`src/rtl/hp_pkg.sv`:
```
package hp_pkg;

  // Strobes issued by the control unit to the datapath.
  typedef struct packed {
    logic measClear;    // restart period counter at first rise
    logic measRun;      // period counter may advance
    logic latchPeriod;  // store the measured period
    logic runStart;     // begin prediction at the crossing
    logic runEn;        // prediction timebase running
  } hpStrobes_t;

  typedef enum logic [1:0] {
    ST_ARM     = 2'd0,
    ST_MEASURE = 2'd1,
    ST_RUN     = 2'd2
  } hpState_t;

endpackage

```
`src/rtl/hp_datapath.sv`:
```
module hp_datapath
  import hp_pkg::*;
#(
  parameter int CNT_W      = 9,
  parameter int MIN_PERIOD = 4
) (
  input  logic             clk,
  input  logic             rstN,
  input  logic             senseSign,
  input  logic [CNT_W-2:0] phaseWord,
  input  hpStrobes_t       str,
  output logic             riseDet,
  output logic             measSat,
  output logic             periodShort,
  output logic             fullEnd,
  output logic             toggleHit
);

  localparam int               PH_W    = CNT_W - 1;
  localparam logic [CNT_W-1:0] CNT_MAX = '1;
  localparam logic [CNT_W:0]   MIN_P   = (CNT_W+1)'(MIN_PERIOD);

  logic             senseQ;
  logic [CNT_W-1:0] measCnt;
  logic [CNT_W:0]   measNext;
  logic [CNT_W-1:0] periodReg;
  logic [PH_W-1:0]  halfP;
  logic [CNT_W-1:0] tcCur;
  logic [CNT_W-1:0] toggleAt;
  logic [CNT_W-1:0] runCnt;
  logic             extraSel;
  logic             halfEnd;

  // Edge detector on the sampled sign input.
  assign riseDet = senseSign & ~senseQ;

  // Measurement arithmetic.
  assign measSat     = (measCnt == CNT_MAX);
  assign measNext    = {1'b0, measCnt} + (CNT_W+1)'(1);
  assign periodShort = (measNext < MIN_P);

  // Half-period terminal: odd periods lengthen every second half.
  assign halfP    = periodReg[CNT_W-1:1];
  assign tcCur    = {1'b0, halfP} + CNT_W'(extraSel & periodReg[0]);
  assign toggleAt = (phaseWord >= halfP) ? CNT_W'(1)
                                         : tcCur - {1'b0, phaseWord};

  assign halfEnd   = (runCnt == tcCur);
  assign fullEnd   = halfEnd & extraSel;
  assign toggleHit = (runCnt == toggleAt);

  always_ff @(posedge clk or negedge rstN) begin
    if (!rstN) begin
      senseQ <= 1'b0;
    end else begin
      senseQ <= senseSign;
    end
  end

  always_ff @(posedge clk or negedge rstN) begin
    if (!rstN) begin
      measCnt <= '0;
    end else if (str.measClear) begin
      measCnt <= '0;
    end else if (str.measRun && !measSat) begin
      measCnt <= measCnt + CNT_W'(1);
    end
  end

  always_ff @(posedge clk or negedge rstN) begin
    if (!rstN) begin
      periodReg <= '0;
    end else if (str.latchPeriod) begin
      periodReg <= measNext[CNT_W-1:0];
    end
  end

  always_ff @(posedge clk or negedge rstN) begin
    if (!rstN) begin
      runCnt   <= '0;
      extraSel <= 1'b0;
    end else if (str.runStart) begin
      runCnt   <= CNT_W'(1);
      extraSel <= 1'b0;
    end else if (str.runEn) begin
      if (halfEnd) begin
        runCnt   <= CNT_W'(1);
        extraSel <= ~extraSel;
      end else begin
        runCnt <= runCnt + CNT_W'(1);
      end
    end
  end

  // the timebase never passes the terminal of its half.
  p_runcnt_range_r3: assert property (@(posedge clk) disable iff (!rstN)
    str.runEn |-> (runCnt >= CNT_W'(1) && runCnt <= tcCur));

  // the lengthened half alternates at each half boundary.
  p_extra_alternate_r3: assert property (@(posedge clk) disable iff (!rstN)
    (str.runEn && halfEnd) |=> (extraSel != $past(extraSel)));

  // the period counter saturates instead of wrapping.
  p_meas_saturate_r8: assert property (@(posedge clk) disable iff (!rstN)
    measSat |=> (measSat || measCnt == '0));

endmodule

```
`src/rtl/hp_control.sv`:
```
module hp_control
  import hp_pkg::*;
#(
  parameter int RC_W = 4
) (
  input  logic            clk,
  input  logic            rstN,
  input  logic [RC_W-1:0] recalPeriods,
  input  logic            riseDet,
  input  logic            measSat,
  input  logic            periodShort,
  input  logic            fullEnd,
  input  logic            toggleHit,
  output hpStrobes_t      str,
  output logic            syncOut,
  output logic            calActive,
  output logic            recalReq,
  output logic            calFault
);

  hpState_t        state;
  logic [RC_W-1:0] recalCnt;
  logic [RC_W-1:0] target;
  logic [RC_W-1:0] doneNext;
  logic            lastPeriod;
  logic            measOk;

  assign target     = (recalPeriods == '0) ? RC_W'(1) : recalPeriods;
  assign doneNext   = recalCnt + RC_W'(1);
  assign lastPeriod = (doneNext == target);
  assign measOk     = riseDet && !measSat && !periodShort;
  assign calActive  = (state != ST_RUN);

  always_comb begin
    str = '0;
    unique case (state)
      ST_ARM: begin
        str.measClear = riseDet;
      end
      ST_MEASURE: begin
        str.measRun     = 1'b1;
        str.latchPeriod = measOk;
        str.runStart    = measOk;
      end
      ST_RUN: begin
        str.runEn = 1'b1;
      end
      default: str = '0;
    endcase
  end

  always_ff @(posedge clk or negedge rstN) begin
    if (!rstN) begin
      state    <= ST_ARM;
      syncOut  <= 1'b0;
      recalReq <= 1'b0;
      calFault <= 1'b0;
      recalCnt <= '0;
    end else begin
      recalReq <= 1'b0;
      unique case (state)
        ST_ARM: begin
          if (riseDet) state <= ST_MEASURE;
        end
        ST_MEASURE: begin
          if (measSat || (riseDet && periodShort)) begin
            calFault <= 1'b1;
            state    <= ST_ARM;
          end else if (riseDet) begin
            calFault <= 1'b0;
            syncOut  <= 1'b1;
            recalCnt <= '0;
            state    <= ST_RUN;
          end
        end
        ST_RUN: begin
          if (fullEnd && lastPeriod) begin
            syncOut  <= 1'b0;
            recalReq <= 1'b1;
            state    <= ST_ARM;
          end else begin
            if (toggleHit) syncOut <= ~syncOut;
            if (fullEnd) recalCnt <= doneNext;
          end
        end
        default: state <= ST_ARM;
      endcase
    end
  end

  // sync is held low outside the running state.
  p_idle_sync_low_r6: assert property (@(posedge clk) disable iff (!rstN)
    (state != ST_RUN) |-> !syncOut);

  // the request lasts one cycle.
  p_recal_single_r6: assert property (@(posedge clk) disable iff (!rstN)
    recalReq |=> !recalReq);

  // a request coincides with calibration being active.
  p_recal_cal_r6: assert property (@(posedge clk) disable iff (!rstN)
    recalReq |-> calActive);

  // a fault is only visible while calibrating.
  p_fault_cal_r8: assert property (@(posedge clk) disable iff (!rstN)
    calFault |-> calActive);

endmodule

```
`src/rtl/halfcycle_sync.sv`:
```
module halfcycle_sync
  import hp_pkg::*;
#(
  parameter int CNT_W      = 9,
  parameter int RC_W       = 4,
  parameter int MIN_PERIOD = 4
) (
  input  logic             clk,
  input  logic             rstN,
  input  logic             senseSign,
  input  logic [CNT_W-2:0] phaseWord,
  input  logic [RC_W-1:0]  recalPeriods,
  output logic             syncOut,
  output logic             calActive,
  output logic             recalReq,
  output logic             calFault
);

  hpStrobes_t str;
  logic       riseDet;
  logic       measSat;
  logic       periodShort;
  logic       fullEnd;
  logic       toggleHit;

  hp_datapath #(
    .CNT_W      (CNT_W),
    .MIN_PERIOD (MIN_PERIOD)
  ) i_datapath (
    .clk         (clk),
    .rstN        (rstN),
    .senseSign   (senseSign),
    .phaseWord   (phaseWord),
    .str         (str),
    .riseDet     (riseDet),
    .measSat     (measSat),
    .periodShort (periodShort),
    .fullEnd     (fullEnd),
    .toggleHit   (toggleHit)
  );

  hp_control #(
    .RC_W (RC_W)
  ) i_control (
    .clk          (clk),
    .rstN         (rstN),
    .recalPeriods (recalPeriods),
    .riseDet      (riseDet),
    .measSat      (measSat),
    .periodShort  (periodShort),
    .fullEnd      (fullEnd),
    .toggleHit    (toggleHit),
    .str          (str),
    .syncOut      (syncOut),
    .calActive    (calActive),
    .recalReq     (recalReq),
    .calFault     (calFault)
  );

endmodule

```
`config.mk`:
```
export PLATFORM = sky130hd
export DESIGN_NAME = halfcycle_sync
export DESIGN_NICKNAME = d
export VERILOG_FILES = /design/src/rtl/hp_pkg.sv /design/src/rtl/hp_datapath.sv /design/src/rtl/hp_control.sv /design/src/rtl/halfcycle_sync.sv
export SDC_FILE = /design/constraint.sdc
export NUM_CORES = 1
export LEC_CHECK = 0
export ABC_AREA = 1
export BUFFER_PORTS_ARGS = -buffer_cell sky130_fd_sc_hd__buf_2
export CAP_MARGIN = 20
export CORE_MARGIN = 4
export CORE_UTILIZATION = 24
export DETAILED_ROUTE_END_ITERATION = 16
export PLACE_DENSITY_LB_ADDON = 0.05
export SLEW_MARGIN = 0
export SYNTH_ARGS = -nofsm -noshare
export SYNTH_HDL_FRONTEND = slang
export SYNTH_SLANG_ARGS = --single-unit
```
`constraint.sdc`:
```
create_clock -name clk -period 2.7 [get_ports clk]
set_clock_uncertainty 0.2 [all_clocks]
set_input_delay 0.405 -clock clk [delete_from_list [all_inputs] [get_ports clk]]
set_output_delay 0.405 -clock clk [all_outputs]
set_load 0.02 [all_outputs]
```
==> results of run 1 <==
[area by class of cell]
| type | instances | area (um2) | share of cell area |
|---|---|---|---|
| Sequential cell | 38 | 951 | 0.212 |
| Clock inverter | 3 | 40.0 | 0.00893 |
| Timing Repair Buffer | 76 | 571 | 0.127 |
| Tap cell | 176 | 220 | 0.0491 |
| Clock buffer | 5 | 125 | 0.0279 |
| Inverter | 81 | 304 | 0.0678 |
| Multi-Input combinational cell | 346 | 2270 | 0.507 |
[sequential cells by signal (all words and copies together) (netlist names)]
signal and count:
i_datapath.runCnt 9, i_datapath.extraSel 1, i_control.syncOut 1, i_control.recalReq 1, i_datapath.senseQ 1, i_control.recalCnt 4
i_control.calFault 1, i_control.state 2, i_datapath.measCnt 9, i_datapath.periodReg 9
[placed cells by master (no fill, tap or decap), types with 2 or more instances in the layout]
| cell type | instances |
|---|---|
| a21oi_1 | 5 |
| a21oi_2 | 6 |
| a21oi_4 | 2 |
| buf_2 | 18 |
| buf_4 | 53 |
| buf_6 | 2 |
| clkbuf_16 | 6 |
| clkinv_2 | 2 |
| dfrtp_1 | 38 |
| ha_1 | 16 |
| ha_4 | 8 |
| inv_1 | 72 |
| inv_2 | 8 |
| nand2_1 | 119 |
| nand2_2 | 26 |
| nand2_4 | 7 |
| nand3_1 | 27 |
| nand3_2 | 5 |
| nand3_4 | 2 |
| nand4_1 | 10 |
| nand4_4 | 2 |
| nor2_1 | 30 |
| nor2_2 | 6 |
| nor2_4 | 5 |
| nor3_1 | 2 |
| nor4_1 | 2 |
| o21ai_0 | 20 |
| o21ai_1 | 6 |
| o21bai_1 | 2 |
| o22ai_1 | 4 |
| or2_2 | 2 |
| xnor2_1 | 5 |
| xor2_1 | 13 |
| xor2_2 | 4 |
[worst max path at each step]
stage | start | to | slack [ns] | cells past startpoint
after floorplan | i_datapath.extraSel$_DFFE_PN0P_ | i_control.syncOut$_DFFE_PN0P_ | 0.009 | 25
after CTS | i_datapath.extraSel$_DFFE_PN0P_ | i_control.syncOut$_DFFE_PN0P_ | -0.12 | 25
after global placement | i_datapath.extraSel$_DFFE_PN0P_ | i_control.syncOut$_DFFE_PN0P_ | -0.30 | 22
after global routing | i_datapath.periodReg[0]$_DFFE_PN0P_ | i_control.syncOut$_DFFE_PN0P_ | -0.35 | 25
after detailed placement | i_datapath.extraSel$_DFFE_PN0P_ | i_control.syncOut$_DFFE_PN0P_ | -0.26 | 22
final | i_datapath.periodReg[0]$_DFFE_PN0P_ | i_control.syncOut$_DFFE_PN0P_ | -0.09 | 25
[cells by family (layout without fill, tap and decap cells)]
kind of cell | Yosys count | after routing | synth area share
xor+xnor | 22 | 22 | 0.0617
fa+ha+maj | 26 | 26 | 0.103
simple gates | 249 | 249 | 0.356
buf+inv | 85 | 165 | 0.101
compound gates | 49 | 49 | 0.0860
flops | 38 | 38 | 0.293
[timing repair]
action | CTS | global route
setup endpoints to repair | 20 | 28
hold endpoints to repair | 0 | 0
pin swaps | 13 | 38
resized for setup | 25 | 43
buffers inserted | 5 | 12
gates cloned | 0 | 1
[through the flow]
| step | power (uW) | cells | hold slack, ns | utilization |
|---|---|---|---|---|
| floorplan | 1740 | 469 | -0.0906 | - |
| global placement | 2260 | 702 | 0.283 | 0.296 |
| detailed placement | 2250 | 702 | 0.287 | 0.296 |
| CTS | 2990 | 714 | 0.0383 | 0.320 |
| global route | 3430 | 725 | 0.0388 | 0.339 |
| finish | 3140 | 725 | 0.0464 | 0.339 |
[per-layer routing]
metal  vias to the layer above  GRT usage  part of all wire
met3                         7     0.0137             0.018
met5                         -          0                 0
li1                       1632          -                 -
met2                        26      0.196              0.47
met1                      1370      0.170              0.50
met4                         0     0.0303             0.012
[power breakdown]
part           switching, uW  internal [uW]  leakage (uW)
clock network            231            432     0.0000836
logic                    976            693       0.00165
registers                123            685      0.000509
==> results by group, run 1 <==
Critical path
  • Required time of the critical path: 2.67 ns
  • Reg-to-reg slack, setup: -0.09 ns
  • Terminus of the critical flop-to-flop path: i_control.syncOut$_DFFE_PN0P_
  • CP max stage cell: dfrtp_1
  • CP Max Fanout: 4
  • Critical path type: reg2reg
  • CP peak stage delay: 0.34 ns
  • Worst flop-to-flop path startpoint: i_datapath.periodReg[0]$_DFFE_PN0P_
  • Most numerous cell on the critical path: nand2_1
  • Worst setup SP type: flop
  • Crit path max-delay family: simple AND/OR/NAND/NOR gates
  • Worst reg2reg path depth: 25
  • Bufs and invs on worst path: 3
  • Critical path arrival: 2.76 ns
  • Critical Path End Type: flop

Die
  • Row count: 42
  • Die area: 15400 um2
  • Initial core utilization: 0.245
  • CORE AREA: 13200 um2
  • Die Ht: 124 um
  • Die X: 124 um
  • I/O pin cnt: 19

Status
  • Failing checks: setup timing
  • Status: complete, but fails checks

Yosys
  • Mapped Cells: 469
  • Count of cell types in the netlist: 38
  • Main flop type after synthesis: dfrtp_1
  • Number of synthesized flops with an enable pin: 0
  • Synth top area share: 0.293
  • Post-synth top cells: nand2_1, inv_1, dfrtp_1
  • Post-synthesis sequential area ratio: 0.293
  • Syn Area/Cell: 6.92 um2
  • Area contributors post-synth: dfrtp_1, nand2_1, ha_1
  • Yosys warnings: 0
  • Mapped Area: 3240 um2
  • Net Count, Synth: 510
  • Top-count cell post-synth: nand2_1
  • #FFs+latches synth: 38
  • Cell accounting for the most synthesized area: dfrtp_1
  • Asr flop ratio synth: 1.00

Pwr
  • VDD IR max: 0.399 mV
  • Pwr Density: 701 nW/um2
  • P_leak: 0.00224 uW

Timing
  • Final Hold Fails: 0
  • Worst-margin pin slew: 0.897 ns
  • Slew Viols, Final: 0
  • Final setup viols: 2
  • Final min period: 2.79 ns
  • Setup_tns: -0.0890 ns
  • RSZ-0062 raised after global routing: true
  • Final WS setup: -0.0853 ns
  • Max_slew headroom: 0.402
  • Final period util: 1.03
  • Peak Freq: 0.359 GHz

Run
  • Maxcap violations: 0

Clock tree
  • CTS Sinks: 38
  • CTS tree: done
  • Clk_lat worst skew: 0.28 ns
  • Clock-pin slew on the worst setup and hold paths: 0.06 ns
  • Hold-fix buffers at CTS: 0
  • Clock root buffer: clkbuf_16
  • CTS Buffer Depth: 2
  • CTS H-Tree Depth: 2
  • TritonCTS Buffers: 5

Layout
  • Layout cell share with drive strength beyond 1: 0.313
  • Design area: 4480 um2
  • # diodes: 0
  • Fillers: 1446
  • Area delta synth->final: 38.2%
  • Post-layout nets: 589

GRT
  • Largest net degree at the start of global routing: 39
  • Initial antenna violation count: 0
  • Tot GR Track Use: 0.120
  • First-pass GRT wire length: 15300 um
  • Total grt overflow: 0
  • Vias in the first global route: 3001

Routing
  • Routed vias/inst: 4.19
  • Mean routed wirelength per cell: 12.7 um
  • Post-Route WL: 9210 um
  • Via count: 3035
  • DRC errors left: 0
  • Post-DRT Antenna Nets: 0
  • Detailed Route Iter0 Violations: 99
  • DR pass1 iterations: 4

Placed design
  • Routability cong.: 0.750
  • PortBufs: 18
  • Worst slack, placed: -0.264 ns
  • Dpl cell area: 3920 um2
  • Post-DP HPWL: 7490 um

Min path
  • Worst min path class: in2async
Power figures use the tool's default switching activity.
==> run 2: changes to the inputs <==
--- a/config.mk
+++ b/config.mk
@@ -8,11 +8,13 @@
 export ABC_AREA = 1
 export BUFFER_PORTS_ARGS = -buffer_cell sky130_fd_sc_hd__buf_2
 export CAP_MARGIN = 20
-export CORE_MARGIN = 4
+export CORE_MARGIN = 1
 export CORE_UTILIZATION = 24
 export DETAILED_ROUTE_END_ITERATION = 16
 export PLACE_DENSITY_LB_ADDON = 0.05
+export SETUP_SLACK_MARGIN = 0.05
 export SLEW_MARGIN = 0
 export SYNTH_ARGS = -nofsm -noshare
 export SYNTH_HDL_FRONTEND = slang
+export SYNTH_HIERARCHICAL = 1
 export SYNTH_SLANG_ARGS = --single-unit
==> run 2 against run 1 <==
  * The run still ends with setup timing left
  * Area after synthesis down 3.9%
  * Fmax down 6.1%
  * Synthesized cell count down 3.0%
  * First-iteration DRC count increased by 51%
  * Die area down 13%
  * Combinational power increased by 47%
  * Design area is 3.3% higher
  * Non-clock buffer count rose by 22
  * Wire length decreased by 1.2%
  * Via count increased by 0.69%
  * Total power rose by 28%
  * Critical path type unchanged
  * Largest cell class unchanged
  * Highest routed layer unchanged
==> results by group, run 2 <==
Layout
  • Design area: 4630 um2
  • Area delta synth->final: 48.5%
  • Layout cell share with drive strength beyond 1: 0.373
  • Biggest regs: i_datapath/measCnt x9, i_datapath/periodReg x9, i_datapath/runCnt x9
  • Most frequent cells in the layout: nand2_1, inv_1, buf_4
  • Commonest non-fill, non-tap cell in the layout: nand2_1
  • Post-layout nets: 594
  • Post-Layout Cell Count: 729
  • # diodes: 0
  • Fin util: 0.367

Timing
  • RSZ-0062 raised after global routing: true
  • Final setup viols: 17
  • Hold Slack: 0.0347 ns
  • Final WS setup: -0.265 ns
  • Max_slew headroom: 0.655
  • Final min period: 2.97 ns
  • Slew Viols, Final: 0
  • Final Hold Fails: 0
  • Final period util: 1.10
  • Worst-margin pin slew: 0.518 ns
  • Peak Freq: 0.337 GHz

Clock tree
  • CTS Buffer Depth: 2
  • Clock-pin slew on the worst setup and hold paths: 0.06 ns
  • CTS Sinks: 38
  • CTS tree: done
  • Clk_lat worst skew: 0.29 ns
  • TritonCTS Buffers: 5
  • CTS H-Tree Depth: 2
  • Clock root buffer: clkbuf_16

Placed design
  • Dpl cell area: 3950 um2
  • PortBufs: 18
  • Cells after DPL: 705
  • Routability cong.: 0.805
  • Post-DP HPWL: 7200 um

Yosys
  • #FFs+latches synth: 38
  • Main flop type after synthesis: dfrtp_1
  • Syn Area/Cell: 6.85 um2
  • Cell accounting for the most synthesized area: dfrtp_1
  • Mapped Area: 3120 um2
  • Number of synthesized flops with an enable pin: 0
  • Net Count, Synth: 493
  • Synth top area share: 0.305
  • Post-synthesis sequential area ratio: 0.305
  • Mapped Cells: 455
  • Count of cell types in the netlist: 36
  • Asr flop ratio synth: 1.00
  • Area contributors post-synth: dfrtp_1, nand2_1, inv_1
  • Post-synth top cells: nand2_1, inv_1, dfrtp_1
  • Yosys warnings: 6
  • Top-count cell post-synth: nand2_1

Critical path
  • Critical Path End Type: flop
  • Worst setup SP type: flop
  • Critical path arrival: 2.94 ns
  • Required time of the critical path: 2.67 ns
  • Critical path type: reg2reg
  • Worst reg2reg path depth: 24
  • CP Max Fanout: 4

Die
  • Die X: 116 um
  • I/O pin cnt: 19
  • Initial core utilization: 0.247
  • Die area: 13500 um2
  • Row count: 41
  • CORE AREA: 12600 um2
  • Die Ht: 116 um

Routing
  • DR pass1 iterations: 5
  • DRC errors left: 0
  • Mean routed wirelength per cell: 12.5 um
  • Post-DRT Antenna Nets: 0
  • Detailed Route Iter0 Violations: 149
  • Post-Route WL: 9100 um
  • Routed vias/inst: 4.19
  • Via count: 3056

Min path
  • Hold depth: 1
  • Worst min path class: in2reg

GRT
  • Vias in the first global route: 2982
  • First-pass GRT wire length: 14800 um
  • Total grt overflow: 0
  • Largest net degree at the start of global routing: 21
  • Initial antenna violation count: 0
  • Tot GR Track Use: 0.145

Status
  • Status: complete, but fails checks
  • Failing checks: setup timing

Pwr
  • P_leak: 0.00224 uW
  • Pwr Density: 867 nW/um2
  • VDD IR max: 0.393 mV

Run
  • Maxcap violations: 0
-- run 2: changes by cell type in the layout (fill, tap and decap cells not counted), moves of 5 or more --
cell and change:
buf_4 +17, buf_6 +5, nand2_2 -11, nor2_1 -6
nor2_4 +5, o21ai_0 -9, o21ai_2 +5, xnor2_1 -5
-- run 2: area by class of cell --
type	count	area, um2
clock inverters	2	12.5
multi-input cells	326	2230
repair inverters	1	7.51
flip-flops and latches	38	951
fillers	1379	7990
clock buffers	6	139
repair buffers	98	739
inverters	86	339
well taps	172	215
-- run 2: layer usage --
metal  vias to the layer above  wire [um]  track usage
li1                       1650          -            -
met4                         0         87       0.0359
met1                      1363       4430        0.190
met3                         5        198       0.0194
met5                         -          0            0
met2                        38       4390        0.253
-- run 2: worst paths after layout --
path	start	endpoint	slack (ns)
max	i_datapath/extraSel$_DFFE_PN0P_	i_control/syncOut$_DFFE_PN0P_	-0.27
min	senseSign	i_datapath/senseQ$_DFF_PN0_	0.03
max reg2reg	i_datapath/extraSel$_DFFE_PN0P_	i_control/syncOut$_DFFE_PN0P_	-0.27
min reg2reg	i_datapath/periodReg[0]$_DFFE_PN0P_	i_datapath/periodReg[0]$_DFFE_PN0P_	0.29
max in group asynchronous	rstN	i_datapath/periodReg[0]$_DFFE_PN0P_	1.30
min in group asynchronous	rstN	i_control/recalCnt[2]$_DFFE_PN0P_	0.44
-- run 2: stage by stage --
step	setup WS, ns	setup TNS, ns	total power (uW)
3_3_place_gp	-0.467	-4.63	3090
6_report	-0.265	-1.63	4010
4_1_cts	-0.273	-2.15	3940
2_1_floorplan	-0.0546	-0.101	2220
5_1_grt	-0.491	-5.45	4410
3_5_place_dp	-0.536	-4.25	3070
-- run 2: cell families (layout without fill, tap and decap cells) --
logic type                 Yosys count  count (layout)  share of synthesized area
xor gates and xnor gates            15              15                     0.0421
adders and majority gates           23              23                     0.0947
AOI/OAI and AO/OA                   50              50                     0.0951
buffers and inverters               91             193                      0.112
and+or+nand+nor                    238             238                      0.351
DFF                                 38              38                      0.305
-- run 2: what timing repair did --
| action | CTS | global route |
|---|---|---|
| endpoints found under the hold margin | 18 | 0 |
| buffers inserted | 7 | 6 |
| hold buffers | 1 | 0 |
| setup endpoints to repair | 20 | 24 |
| pin swaps | 22 | 15 |
| cloned | 1 | 1 |
| gates resized for setup | 47 | 44 |
-- run 2: power breakdown --
part	internal [uW]	leakage (uW)	switching, uW
Sequential	743	0.000488	203
Clock	366	0.0000729	241
Combinational	1110	0.00168	1350
Total	2220	0.00224	1800
-- run 2: critical path, cell delays in order, from the launching register on --
cell and delay, ns:
dfrtp_1 0.34, nand2_1 0.06, inv_2 0.06, ha_4 0.16
ha_4 0.18, nand3_4 0.12, xor2_4 0.20, ha_4 0.29
nand2_2 0.05, nor2_1 0.08, nand2_1 0.09, nand3_1 0.07
nand2_1 0.06, nand2_2 0.09, nor2_1 0.05, nand2_1 0.06
nand3_1 0.08, nor2_2 0.09, nand3_1 0.09, nor2_2 0.17
inv_2 0.05, nand3_2 0.06, nand2_1 0.05, nand2_1 0.05
nand2_1 0.05
